### config.mk
export PLATFORM = sky130hd
export DESIGN_NAME = pwm_scaler
export DESIGN_NICKNAME = d
export VERILOG_FILES = /design/src/rtl/pwm_scaler_pkg.sv /design/src/rtl/pwm_scaler_seq.sv /design/src/rtl/pwm_scaler_opsel.sv /design/src/rtl/pwm_scaler_mult.sv /design/src/rtl/pwm_scaler_post.sv /design/src/rtl/pwm_scaler.sv
export SDC_FILE = /design/constraint.sdc
export NUM_CORES = 1
export LEC_CHECK = 0
export BUFFER_PORTS_ARGS = -buffer_cell sky130_fd_sc_hd__buf_2
export CORE_MARGIN = 10
export CORE_UTILIZATION = 60
export DETAILED_ROUTE_END_ITERATION = 10
export PLACE_DENSITY = 0.8
export SLEW_MARGIN = 40
export SYNTH_ARGS = -nofsm -noshare
export SYNTH_HDL_FRONTEND = slang
export SYNTH_SLANG_ARGS = --single-unit
### constraint.sdc
create_clock -name clk -period 20.7 [get_ports clk]
set_clock_uncertainty 0.1 [all_clocks]
set_input_delay 3.105 -clock clk [delete_from_list [all_inputs] [get_ports clk]]
set_output_delay 3.105 -clock clk [all_outputs]
set_load 0.05 [all_outputs]
### src/rtl/pwm_scaler_pkg.sv
package pwm_scaler_pkg;

    localparam int IN_W_DEF      = 24;
    localparam int OP_W_DEF      = 14;
    localparam int OUT_W_DEF     = 18;
    localparam int FRAC_W_DEF    = 4;
    localparam int DUTY_CAND_DEF = 4;
    localparam int PER_CAND_DEF  = 2;

    typedef enum logic [1:0] {
        SEQ_IDLE   = 2'd0,
        SEQ_DUTY   = 2'd1,
        SEQ_PERIOD = 2'd2,
        SEQ_FLUSH  = 2'd3
    } seq_state_e;

    typedef struct packed {
        logic load_in;      // capture loop value
        logic pass_period;  // operand mux picks the period candidate
        logic mul_en;       // multiplier register loads
        logic wr_duty;      // duty output register loads
        logic wr_period;    // period output register loads
    } seq_ctrl_t;

endpackage

### src/rtl/pwm_scaler_seq.sv
module pwm_scaler_seq
    import pwm_scaler_pkg::*;
(
    input  logic      clk,
    input  logic      rst,
    input  logic      start,
    output seq_ctrl_t ctrl,
    output logic      busy
);

    seq_state_e state_q;

    always_ff @(posedge clk) begin
        if (rst) begin
            state_q <= SEQ_IDLE;
        end else begin
            unique case (state_q)
                SEQ_IDLE:   if (start) state_q <= SEQ_DUTY;
                SEQ_DUTY:   state_q <= SEQ_PERIOD;
                SEQ_PERIOD: state_q <= SEQ_FLUSH;
                SEQ_FLUSH:  state_q <= SEQ_IDLE;
                default:    state_q <= SEQ_IDLE;
            endcase
        end
    end

    always_comb begin
        ctrl.load_in     = (state_q == SEQ_IDLE) && start;
        ctrl.pass_period = (state_q == SEQ_PERIOD);
        ctrl.mul_en      = (state_q == SEQ_DUTY) || (state_q == SEQ_PERIOD);
        ctrl.wr_duty     = (state_q == SEQ_PERIOD);
        ctrl.wr_period   = (state_q == SEQ_FLUSH);
        busy             = (state_q != SEQ_IDLE);
    end

endmodule

### src/rtl/pwm_scaler_opsel.sv
module pwm_scaler_opsel #(
    parameter int OP_W      = pwm_scaler_pkg::OP_W_DEF,
    parameter int DUTY_CAND = pwm_scaler_pkg::DUTY_CAND_DEF,
    parameter int PER_CAND  = pwm_scaler_pkg::PER_CAND_DEF,
    localparam int DSEL_W   = (DUTY_CAND > 1) ? $clog2(DUTY_CAND) : 1,
    localparam int PSEL_W   = (PER_CAND > 1) ? $clog2(PER_CAND) : 1
) (
    input  logic [DUTY_CAND*OP_W-1:0] bank,
    input  logic [DSEL_W-1:0]         duty_sel,
    input  logic [PSEL_W-1:0]         per_sel,
    input  logic                      pass_period,
    output logic [OP_W-1:0]           operand
);

    logic [OP_W-1:0] cand [DUTY_CAND];
    logic [OP_W-1:0] duty_op;
    logic [OP_W-1:0] per_op;

    for (genvar k = 0; k < DUTY_CAND; k++) begin : g_unpack
        assign cand[k] = bank[k*OP_W +: OP_W];
    end

    // Period candidates are the lowest PER_CAND bank entries.
    always_comb begin
        duty_op = cand[duty_sel];
        per_op  = '0;
        for (int k = 0; k < PER_CAND; k++) begin
            if (per_sel == PSEL_W'(k)) per_op = cand[k];
        end
        operand = pass_period ? per_op : duty_op;
    end

endmodule

### src/rtl/pwm_scaler_mult.sv
module pwm_scaler_mult #(
    parameter int IN_W   = pwm_scaler_pkg::IN_W_DEF,
    parameter int OP_W   = pwm_scaler_pkg::OP_W_DEF,
    localparam int PROD_W = IN_W + OP_W
) (
    input  logic              clk,
    input  logic              rst,
    input  logic              en,
    input  logic [IN_W-1:0]   a,
    input  logic [OP_W-1:0]   op,
    output logic [PROD_W-1:0] prod
);

    logic signed [PROD_W-1:0] a_ext;
    logic signed [PROD_W-1:0] op_ext;
    logic signed [PROD_W-1:0] full;

    always_comb begin
        a_ext  = {{OP_W{a[IN_W-1]}}, a};
        op_ext = {{IN_W{1'b0}}, op};
        full   = a_ext * op_ext;
    end

    always_ff @(posedge clk) begin
        if (rst)     prod <= '0;
        else if (en) prod <= full;
    end

endmodule

### src/rtl/pwm_scaler_post.sv
module pwm_scaler_post #(
    parameter int PROD_W = pwm_scaler_pkg::IN_W_DEF + pwm_scaler_pkg::OP_W_DEF,
    parameter int OUT_W  = pwm_scaler_pkg::OUT_W_DEF,
    parameter int FRAC_W = pwm_scaler_pkg::FRAC_W_DEF,
    localparam int MAG_W = PROD_W - 1,
    localparam int DROP  = MAG_W - OUT_W,
    localparam int PER_W = OUT_W - FRAC_W
) (
    input  logic [PROD_W-1:0] prod,
    input  logic [OUT_W-1:0]  clamp_hi,
    input  logic [OUT_W-1:0]  clamp_lo,
    output logic [OUT_W-1:0]  duty,
    output logic [PER_W-1:0]  period
);

    logic [MAG_W-1:0] mag;
    logic [OUT_W:0]   sum;
    logic [OUT_W-1:0] rnd;
    logic [OUT_W-1:0] floored;

    always_comb begin
        mag     = prod[PROD_W-1] ? '0 : prod[MAG_W-1:0];
        sum     = {1'b0, mag[MAG_W-1:DROP]} + (OUT_W+1)'(mag[DROP-1]);
        rnd     = sum[OUT_W] ? '1 : sum[OUT_W-1:0];
        // Apply the low bound first so the high bound wins on inversion.
        floored = (rnd < clamp_lo) ? clamp_lo : rnd;
        duty    = (floored > clamp_hi) ? clamp_hi : floored;
        period  = rnd[OUT_W-1:FRAC_W];
    end

endmodule

### src/rtl/pwm_scaler.sv
module pwm_scaler
    import pwm_scaler_pkg::*;
#(
    parameter int IN_W      = IN_W_DEF,
    parameter int OP_W      = OP_W_DEF,
    parameter int OUT_W     = OUT_W_DEF,
    parameter int FRAC_W    = FRAC_W_DEF,
    parameter int DUTY_CAND = DUTY_CAND_DEF,
    parameter int PER_CAND  = PER_CAND_DEF,
    localparam int PROD_W   = IN_W + OP_W,
    localparam int PER_W    = OUT_W - FRAC_W,
    localparam int DSEL_W   = (DUTY_CAND > 1) ? $clog2(DUTY_CAND) : 1,
    localparam int PSEL_W   = (PER_CAND > 1) ? $clog2(PER_CAND) : 1
) (
    input  logic                      clk,
    input  logic                      rst,
    input  logic                      start,
    input  logic [IN_W-1:0]           loop_in,
    input  logic [DUTY_CAND*OP_W-1:0] scale_bank,
    input  logic [DSEL_W-1:0]         duty_sel,
    input  logic [PSEL_W-1:0]         per_sel,
    input  logic [OUT_W-1:0]          clamp_hi,
    input  logic [OUT_W-1:0]          clamp_lo,
    output logic [OUT_W-1:0]          duty_out,
    output logic                      duty_vld,
    output logic [PER_W-1:0]          period_out,
    output logic                      period_vld,
    output logic                      busy
);

    seq_ctrl_t         ctrl;
    logic [IN_W-1:0]   loop_q;
    logic [OP_W-1:0]   operand;
    logic [PROD_W-1:0] prod;
    logic [OUT_W-1:0]  duty_c;
    logic [PER_W-1:0]  period_c;

    pwm_scaler_seq u_seq (
        .clk   (clk),
        .rst   (rst),
        .start (start),
        .ctrl  (ctrl),
        .busy  (busy)
    );

    always_ff @(posedge clk) begin
        if (rst)               loop_q <= '0;
        else if (ctrl.load_in) loop_q <= loop_in;
    end

    pwm_scaler_opsel #(
        .OP_W      (OP_W),
        .DUTY_CAND (DUTY_CAND),
        .PER_CAND  (PER_CAND)
    ) u_opsel (
        .bank        (scale_bank),
        .duty_sel    (duty_sel),
        .per_sel     (per_sel),
        .pass_period (ctrl.pass_period),
        .operand     (operand)
    );

    pwm_scaler_mult #(
        .IN_W (IN_W),
        .OP_W (OP_W)
    ) u_mult (
        .clk  (clk),
        .rst  (rst),
        .en   (ctrl.mul_en),
        .a    (loop_q),
        .op   (operand),
        .prod (prod)
    );

    pwm_scaler_post #(
        .PROD_W (PROD_W),
        .OUT_W  (OUT_W),
        .FRAC_W (FRAC_W)
    ) u_post (
        .prod     (prod),
        .clamp_hi (clamp_hi),
        .clamp_lo (clamp_lo),
        .duty     (duty_c),
        .period   (period_c)
    );

    always_ff @(posedge clk) begin
        if (rst) begin
            duty_out   <= '0;
            duty_vld   <= 1'b0;
            period_out <= '0;
            period_vld <= 1'b0;
        end else begin
            duty_vld   <= ctrl.wr_duty;
            period_vld <= ctrl.wr_period;
            if (ctrl.wr_duty)   duty_out   <= duty_c;
            if (ctrl.wr_period) period_out <= period_c;
        end
    end

endmodule

==> results.cfg, run 1 <==
[outcome]
outcome = finished, final reports clean

[global_routing]
grt_pass1_wl_um = 71700
gr-usage-all-layers_pct = 25.0
antenna_found_initial = 1
grt_overflow_total = 0
grt_max_degree = 78
grt_pass1_vias = 14400

[clock_tree]
cts_buffers = 9
tritoncts = built
clock_path_buffers = 2
cts_sinks = 80
path_clk_slew_ps = 80
post_cts_buffers = 0
post_cts_resized = 0
root_buffer = clkbuf_16
ctsHtreeMaxLevel = 3
clk_latency_ps = 360
cts_hold_buf = 0

[detailed_routing]
vias_per_cell = 5.61
antenna_left = 0
wl_um = 42600
drtIter0Drc = 825
drtPass1Iterations = 5
routedWlPerCell_um = 17.9
drc_errors = 0
num_vias = 13300

[floorplanning]
fp-row-count = 61
dieHeight_um = 187
start_util_pct = 60.6
core_area_mm2 = 0.0277
die_w_um = 187
dieArea_mm2 = 0.0351
pin_count = 157

[synthesis]
yosysMostFrequentCell = inv_1
synth_nets = 2453
synth_ff_type = dfxtp_1
yosys.area.top_type_share_pct = 36.8
yosysWarnings = 0
netlist_area_mm2 = 0.0168
synthTopCellsByCount = inv_1, fa_1, nand2_1, nor2b_1, ha_1
ys_ff_latch = 80
syn_avg_cell_area_um2 = 8.85
synth_cell_types = 61
syn-instance-count = 1896
async_flop_share_pct = 0
synth_edf_count = 0
seq_area_frac_synth_pct = 9.54
synth_top_cell_by_area = fa_1
yosys-top-cells-area = fa_1, dfxtp_1, ha_1, inv_1, nor2b_1

[pwr]
fin_total_pwr_mw = 2.81
netSwitchingFraction_pct = 56.4
comb_power_share_pct = 84.5
power.density_mw_per_mm2 = 154
clkPwrFrac_pct = 6.8
power.leakage_nw = 9.14
ir_drop_mv = 0.131
p_sw_mw = 1.58
p_int_mw = 1.23
pwr-share-seq_pct = 8.7

[timing]
hold_ws_ps = 387
worst_slack_ps = 9860
min_period_ps = 10840
timing.setup.tns_ps = 0
slew_violations = 0
setup_viol = 0
max_freq_mhz = 92.2
worst_pin_slew_ps = 767
slew_headroom_pct = 48.8
timing.final.crit_share_pct = 52.4
hold_violations = 0
rsz0062_at_grt = no

[placement]
io_buffers = 156
dp_slack_ps = 9580
globalplace.congestion = 0.911
dp_hpwl_um = 34600

[layout]
area_delta_synth_final_pct = 8.58
fin_util_pct = 65.8
drive_gt1_share_pct = 12.3
nNetsFinal = 2547

[critical_path]
crit_arrival_ps = 11050
endpoint_kind = flip-flop
slowest_delay_ps = 570
critPathRequiredTime_ps = 20910
crit_chain = buf_2 -> mux4_2 -> mux2_2 -> and2_1 -> fa_1 -> inv_1 -> fa_1 -> inv_1 -> fa_1 -> fa_1 -> fa_1 -> inv_1 -> fa_1 -> inv_1 -> ha_1 -> nand4_1 -> nor3_1 -> nand3_1 -> a311oi_1 -> o21ai_0 -> a211o_1 -> a21o_1 -> a2111oi_0 -> a311o_1
crit_path_start_kind = primary input
cpMaxStageDelayCell = mux4_2
path_max_fanout = 24
crit_top_cell = fa_1
path_class = in2reg

[flow_run]
drv_cap = 0

[hold_path]
hp-class = reg2reg
==> layout make-up <==
cell class | count | area, um^2
Tap cell | 378 | 473
Fill cell | 2256 | 9480
Multi-Input combinational cell | 1360 | 13500
Inverter | 366 | 1370
Clock inverter | 7 | 108
Timing Repair Buffer | 173 | 912
Sequential cell | 80 | 1600
Antenna cell | 1 | 2.50
Clock buffer | 9 | 225
==> sequential cells by signal (all words and copies together) (netlist names) <==
| register | flops |
|---|---|
| duty_out | 18 |
| loop_q | 24 |
| period_out | 14 |
| u_mult.prod | 20 |
| period_vld | 1 |
| u_seq.state_q | 2 |
| duty_vld | 1 |
==> power groups by stage <==
| stage | Sequential, mW | Combinational, mW | Clock (mW) |
|---|---|---|---|
| 2_1_floorplan | 0.257 | 1.74 | 0 |
| 3_3_place_gp | 0.244 | 2.27 | 0 |
| 3_5_place_dp | 0.246 | 2.34 | 0 |
| 4_1_cts | 0.243 | 2.38 | 0.193 |
| 5_1_grt | 0.249 | 2.66 | 0.199 |
| 6_report | 0.244 | 2.37 | 0.191 |
==> metal layers <==
layer | global-route usage, % | wire length (um)
met5 | 0 | 0
met4 | 10.5 | 1830
met3 | 3.54 | 2670
met2 | 44.3 | 21900
met1 | 29.6 | 16200
==> worst max-delay path: cells and delay by family <==
family | cells | cell delay, ps
adder cells (fa/ha/maj) | 7 | 3430
AO/OA/AOI/OAI | 6 | 1760
AND/OR/NAND/NOR | 4 | 1040
multiplexers | 2 | 1020
buffers and inverters | 5 | 690
==> placed cells by master, fill, tap and decap left out, drive strengths merged, types with 22 or more instances in the layout <==
cell type	count
inv	370
fa	309
nand2	217
buf	173
nor2b	146
ha	126
dfxtp	80
nor2	79
and2	74
a21oi	70
mux2i	46
o21ai	39
a21o	23
mux2	22
a211oi	22
==> path summary, 6_finish.rpt <==
| check | start | to | slack, ps | cells after the start |
|---|---|---|---|---|
| worst max-delay path | duty_sel[0] | u_mult.prod[36] | 9860 | 24 |
| worst min-delay path | duty_out[2] | duty_out[2] | 390 | 2 |
| worst max register to register | u_seq.state_q[0] | u_mult.prod[36] | 12210 | 26 |
| worst min register to register | duty_out[2] | duty_out[2] | 390 | 2 |
==> metrics by stage <==
stage               instance area (um^2)  instances
floorplan                          16800       1896
global placement                   17900       2356
detailed placement                 17900       2357
CTS                                18200       2373
global route                       18200       2373
finish                             18200       2374
==> cells by family (layout without fill, tap and decap cells) <==
logic type	Yosys count	in the layout	synth area share, %
adders and majority gates	435	435	46.2
and+or+nand+nor	600	600	18.0
xor gates and xnor gates	37	37	1.93
AOI/OAI and AO/OA	206	206	7.92
muxes	82	82	6.10
buffers and inverters	456	555	10.2
DFF	80	80	9.54
other	0	1	0
(Power assumes the default switching activity.)
==> run 2, diff against run 1 <==
ABC_AREA = 1   (was unset)
PLACE_DENSITY = 0.79   (was 0.8)
clock period = 10.54 ns   (was 20.7 ns; I/O delays follow)
==> results.cfg, run 2 <==
[clock_tree]
path_clk_slew_ps = 70
clk_latency_ps = 370
post_cts_buffers = 0
ctsHtreeMaxLevel = 3
cts_hold_buf = 0
tritoncts = built
root_buffer = clkbuf_16
cts_sinks = 80
clock_path_buffers = 2
post_cts_resized = 0
cts_buffers = 9

[detailed_routing]
drc_errors = 0
routedWlPerCell_um = 17.1
drtIter0Drc = 1374
vias_per_cell = 5.48
num_vias = 15300
antenna_left = 0
drtPass1Iterations = 6
wl_um = 47500

[layout]
mostFrequentLayoutCell = inv_1
final_cell_mix = inv_1, nand2_1, nor2_1
fillers = 2440
largest_reg_flops = 24
reg_top3 = loop_q (24), u_mult.prod (20), duty_out (18)
regArea_mm2 = 0.00160
top_register = loop_q
fin_cells = 2784
drive_gt1_share_pct = 8.89
multi_input_area_mm2 = 0.0131
nNetsFinal = 2958
diodes = 0
area_delta_synth_final_pct = 7.63

[critical_path]
worst_path_dominant_cell_family = adder cells
crit_top_cell = fa_1
slowest_delay_ps = 620
critPathRequiredTime_ps = 10710
crit_path_start_kind = primary input
crit_arrival_ps = 8980
cpMaxStageDelayCell = clkinv_1
path_buf_inv = 7
endpoint_kind = flip-flop
path_class = in2reg
path_max_fanout = 35

[placement]
globalplace.congestion = 0.970
dp_cells = 2768
io_buffers = 156
dp_hpwl_um = 40000

[timing]
max_freq_mhz = 114
worst_pin_slew_ps = 839
hold_violations = 0
rsz0062_at_grt = no
timing.final.crit_share_pct = 83.6
slew_headroom_pct = 44.0
slew_violations = 0
timing.setup.tns_ps = 0
min_period_ps = 8810
hold_ws_ps = 368
setup_viol = 0

[synthesis]
synth_edf_count = 0
seq_area_frac_synth_pct = 9.41
syn_avg_cell_area_um2 = 7.38
yosys.area.top_type_share_pct = 36.4
yosys-top-cells-area = fa_1, inv_1, dfxtp_1, ha_1, nand2_1
yosysMostFrequentCell = inv_1
yosysWarnings = 0
synth_ff_type = dfxtp_1
ys_ff_latch = 80
netlist_area_mm2 = 0.0170
syn-instance-count = 2307
synth_cell_types = 46
synthTopCellsByCount = inv_1, nand2_1, nor2_1, fa_1, a21oi_1
synth_nets = 2864
synth_top_cell_by_area = fa_1
async_flop_share_pct = 0

[global_routing]
antenna_found_initial = 0
grt_pass1_wl_um = 79300
grt_max_degree = 54
gr-usage-all-layers_pct = 27.4
grt_overflow_total = 0
grt_pass1_vias = 15700

[floorplanning]
core_area_mm2 = 0.0279
pin_count = 157
dieArea_mm2 = 0.0355
die_w_um = 188
fp-row-count = 61
start_util_pct = 61.1
dieHeight_um = 188

[outcome]
outcome = finished, final reports clean

[flow_run]
drv_cap = 0

[hold_path]
hp-class = reg2reg
-- run 2: changes by cell type after synthesis, moves of 64 or more --
cell,previous run,this run
and2_1,74,2
nand2_1,217,366
nor2_1,79,339
inv_1,366,498
o21ai_0,38,127
nand3_1,19,114
a21oi_1,70,134
nor2b_1,146,0
-- run 2: through the flow --
stage,instance area (um^2),util (%),setup slack [ps]
3_5_place_dp,18000,64.6,1490
3_3_place_gp,18000,64.6,1620
5_1_grt,18300,65.7,1120
4_1_cts,18300,65.7,1850
2_1_floorplan,17000,-,2720
6_report,18300,65.7,1730
-- run 2: final cells by class --
cell class | count | share of cell area (%)
multi-input combinational | 1628 | 71.8
inverter | 521 | 10.7
sequential | 80 | 8.75
timing repair buffer | 161 | 4.47
tap | 378 | 2.58
clock buffer | 10 | 1.30
clock inverter | 6 | 0.403
-- run 2: final timing paths --
kind	cells past startpoint	to	slack (ps)	start
max reg2reg	27	u_mult.prod[35]	2630	u_seq.state_q[0]
min	2	duty_out[4]	370	duty_out[4]
max	27	u_mult.prod[37]	1730	duty_sel[0]
min reg2reg	2	duty_out[4]	370	duty_out[4]
-- run 2: routing by layer --
layer	GRT usage [%]	share of wire, %	wire (um)	up-vias
li1	-	-	-	7159
met1	35.4	41	19700	7391
met2	46.0	48	22700	613
met3	4.56	7.6	3600	94
met4	9.00	3.3	1550	0
met5	0	0	0	-
-- run 2: kinds of logic (layout without fill, tap and decap cells) --
family	Yosys count	count (layout)	share of synthesized area (%)
buffers and inverters	599	698	13.5
AND/OR/NAND/NOR	875	875	21.1
adder cells (fa/ha/maj)	435	435	45.6
AO/OA/AOI/OAI	302	302	9.56
XOR/XNOR	16	16	0.824
flip-flops	80	80	9.41
-- run 2: worst register-to-register path, delay by kind of cell, from the launching register on --
kind	cells	cell delay (ps)
adders and majority gates	8	3990
and+or+nand+nor	6	830
buffers and inverters	8	1380
AOI/OAI and AO/OA	5	1220
DFF	1	320
Power of run 2 is left out: the tool's default activity adds up to more than one toggle a clock period on the data nets, which glitch-free logic cannot reach.
==> run 3, diff against run 2 <==
CORE_UTILIZATION = 57   (was 60)
clock period = 7.1 ns   (was 10.54 ns; I/O delays follow)
==> results.cfg, run 3 (synthesis gave the netlist of run 2 again) <==
[outcome]
outcome = finished, final reports clean

[clock_tree]
cts_sinks = 80
clock_path_buffers = 2
clk_latency_ps = 380
cts_hold_buf = 0
cts_buffers = 9
tritoncts = built
ctsHtreeMaxLevel = 3
root_buffer = clkbuf_16
path_clk_slew_ps = 70

[critical_path]
cpMaxStageDelayCell = fa_1
crit_arrival_ps = 7020
endpoint_kind = flip-flop
crit_top_cell = nand2_1
slowest_delay_ps = 560
crit_path_start_kind = primary input
path_class = in2reg
critPathRequiredTime_ps = 7270
r2r_cells = 28
path_max_fanout = 16

[detailed_routing]
routedWlPerCell_um = 17.6
num_vias = 16000
drtPass1Iterations = 6
drc_errors = 0
drtIter0Drc = 1336
wl_um = 52100
antenna_left = 0
vias_per_cell = 5.42

[layout]
top_register = loop_q
largest_reg_flops = 24
nNetsFinal = 3116
drive_gt1_share_pct = 16.7
final_cell_mix = inv_1, nand2_1, nor2_1
area_delta_synth_final_pct = 17.6
mostFrequentLayoutCell = inv_1
reg_top3 = loop_q (24), u_mult.prod (20), duty_out (18)
fin_util_pct = 67.7
fin_cells = 2955

[global_routing]
grtUsageMet1_pct = 37.6
gr-usage-all-layers_pct = 28.5
grt_overflow_total = 0
grt_pass1_wl_um = 83300
gr-usage-met3_pct = 3.42
top_usage_layer = met2
antenna_found_initial = 0
grt_max_degree = 54
met2_usage_pct = 47.7
grt_pass1_vias = 16300

[timing]
max_freq_mhz = 146
setup_viol = 0
rsz0062_at_grt = yes
worst_pin_slew_ps = 676
slew_headroom_pct = 54.9
slew_violations = 0
hold_violations = 0
min_period_ps = 6850
timing.final.crit_share_pct = 96.4

[floorplanning]
die_w_um = 193
dieArea_mm2 = 0.0372
core_area_mm2 = 0.0296
pin_count = 157
dieHeight_um = 193
fp-row-count = 63
start_util_pct = 57.6

[hold_path]
hp-class = reg2reg
hold_depth = 2

[placement]
dp_hpwl_um = 43900
io_buffers = 156
dp_cells = 2936
globalplace.congestion = 0.927

[flow_run]
drv_cap = 0
[run 3: area by class of cell]
type                    instances  area, um^2
diodes                          1        2.50
clock buffers                  10         239
clock inverters                 6        98.8
fillers                      2466        9550
inverters                     521        1970
multi-input cells            1628       13300
flip-flops and latches         80        1600
well taps                     390         488
repair buffers                319        2260
[run 3: timing repair]
action | in CTS | in global routing
resized for setup | 0 | 81
buffers inserted | 0 | 0
setup endpoints to repair | 0 | 20
[run 3: final timing paths]
check | startpoint | to | slack, ps
setup reg to reg | u_seq.state_q[0] | u_mult.prod[37] | 420
hold reg to reg | duty_out[1] | duty_out[1] | 360
setup / recovery | duty_sel[0] | u_mult.prod[34] | 250
hold / removal | duty_out[1] | duty_out[1] | 360
[run 3: routing by layer]
metal	share of wire, %	vias to the layer above
met2	49	612
met4	3.0	0
met5	0	-
met1	41	7817
li1	-	7483
met3	6.7	90
[run 3: critical path, delay by kind of cell]
| kind | cells | cell delay, ps |
|---|---|---|
| adder cells (fa/ha/maj) | 7 | 3220 |
| buffers and inverters | 10 | 990 |
| AO/OA/AOI/OAI | 5 | 860 |
| AND/OR/NAND/NOR | 10 | 870 |
[run 3: metrics by stage]
step,hold slack (ps),setup WS [ps],TNS (ps),area [um^2]
2_1_floorplan,379,1.73,0,17000
3_3_place_gp,351,-265,-1380,19400
3_5_place_dp,353,-323,-2730,19400
4_1_cts,363,36.1,0,19700
5_1_grt,382,-83.8,-197,20000
6_report,365,254,0,20000
Power of run 3 is left out for the same reason.
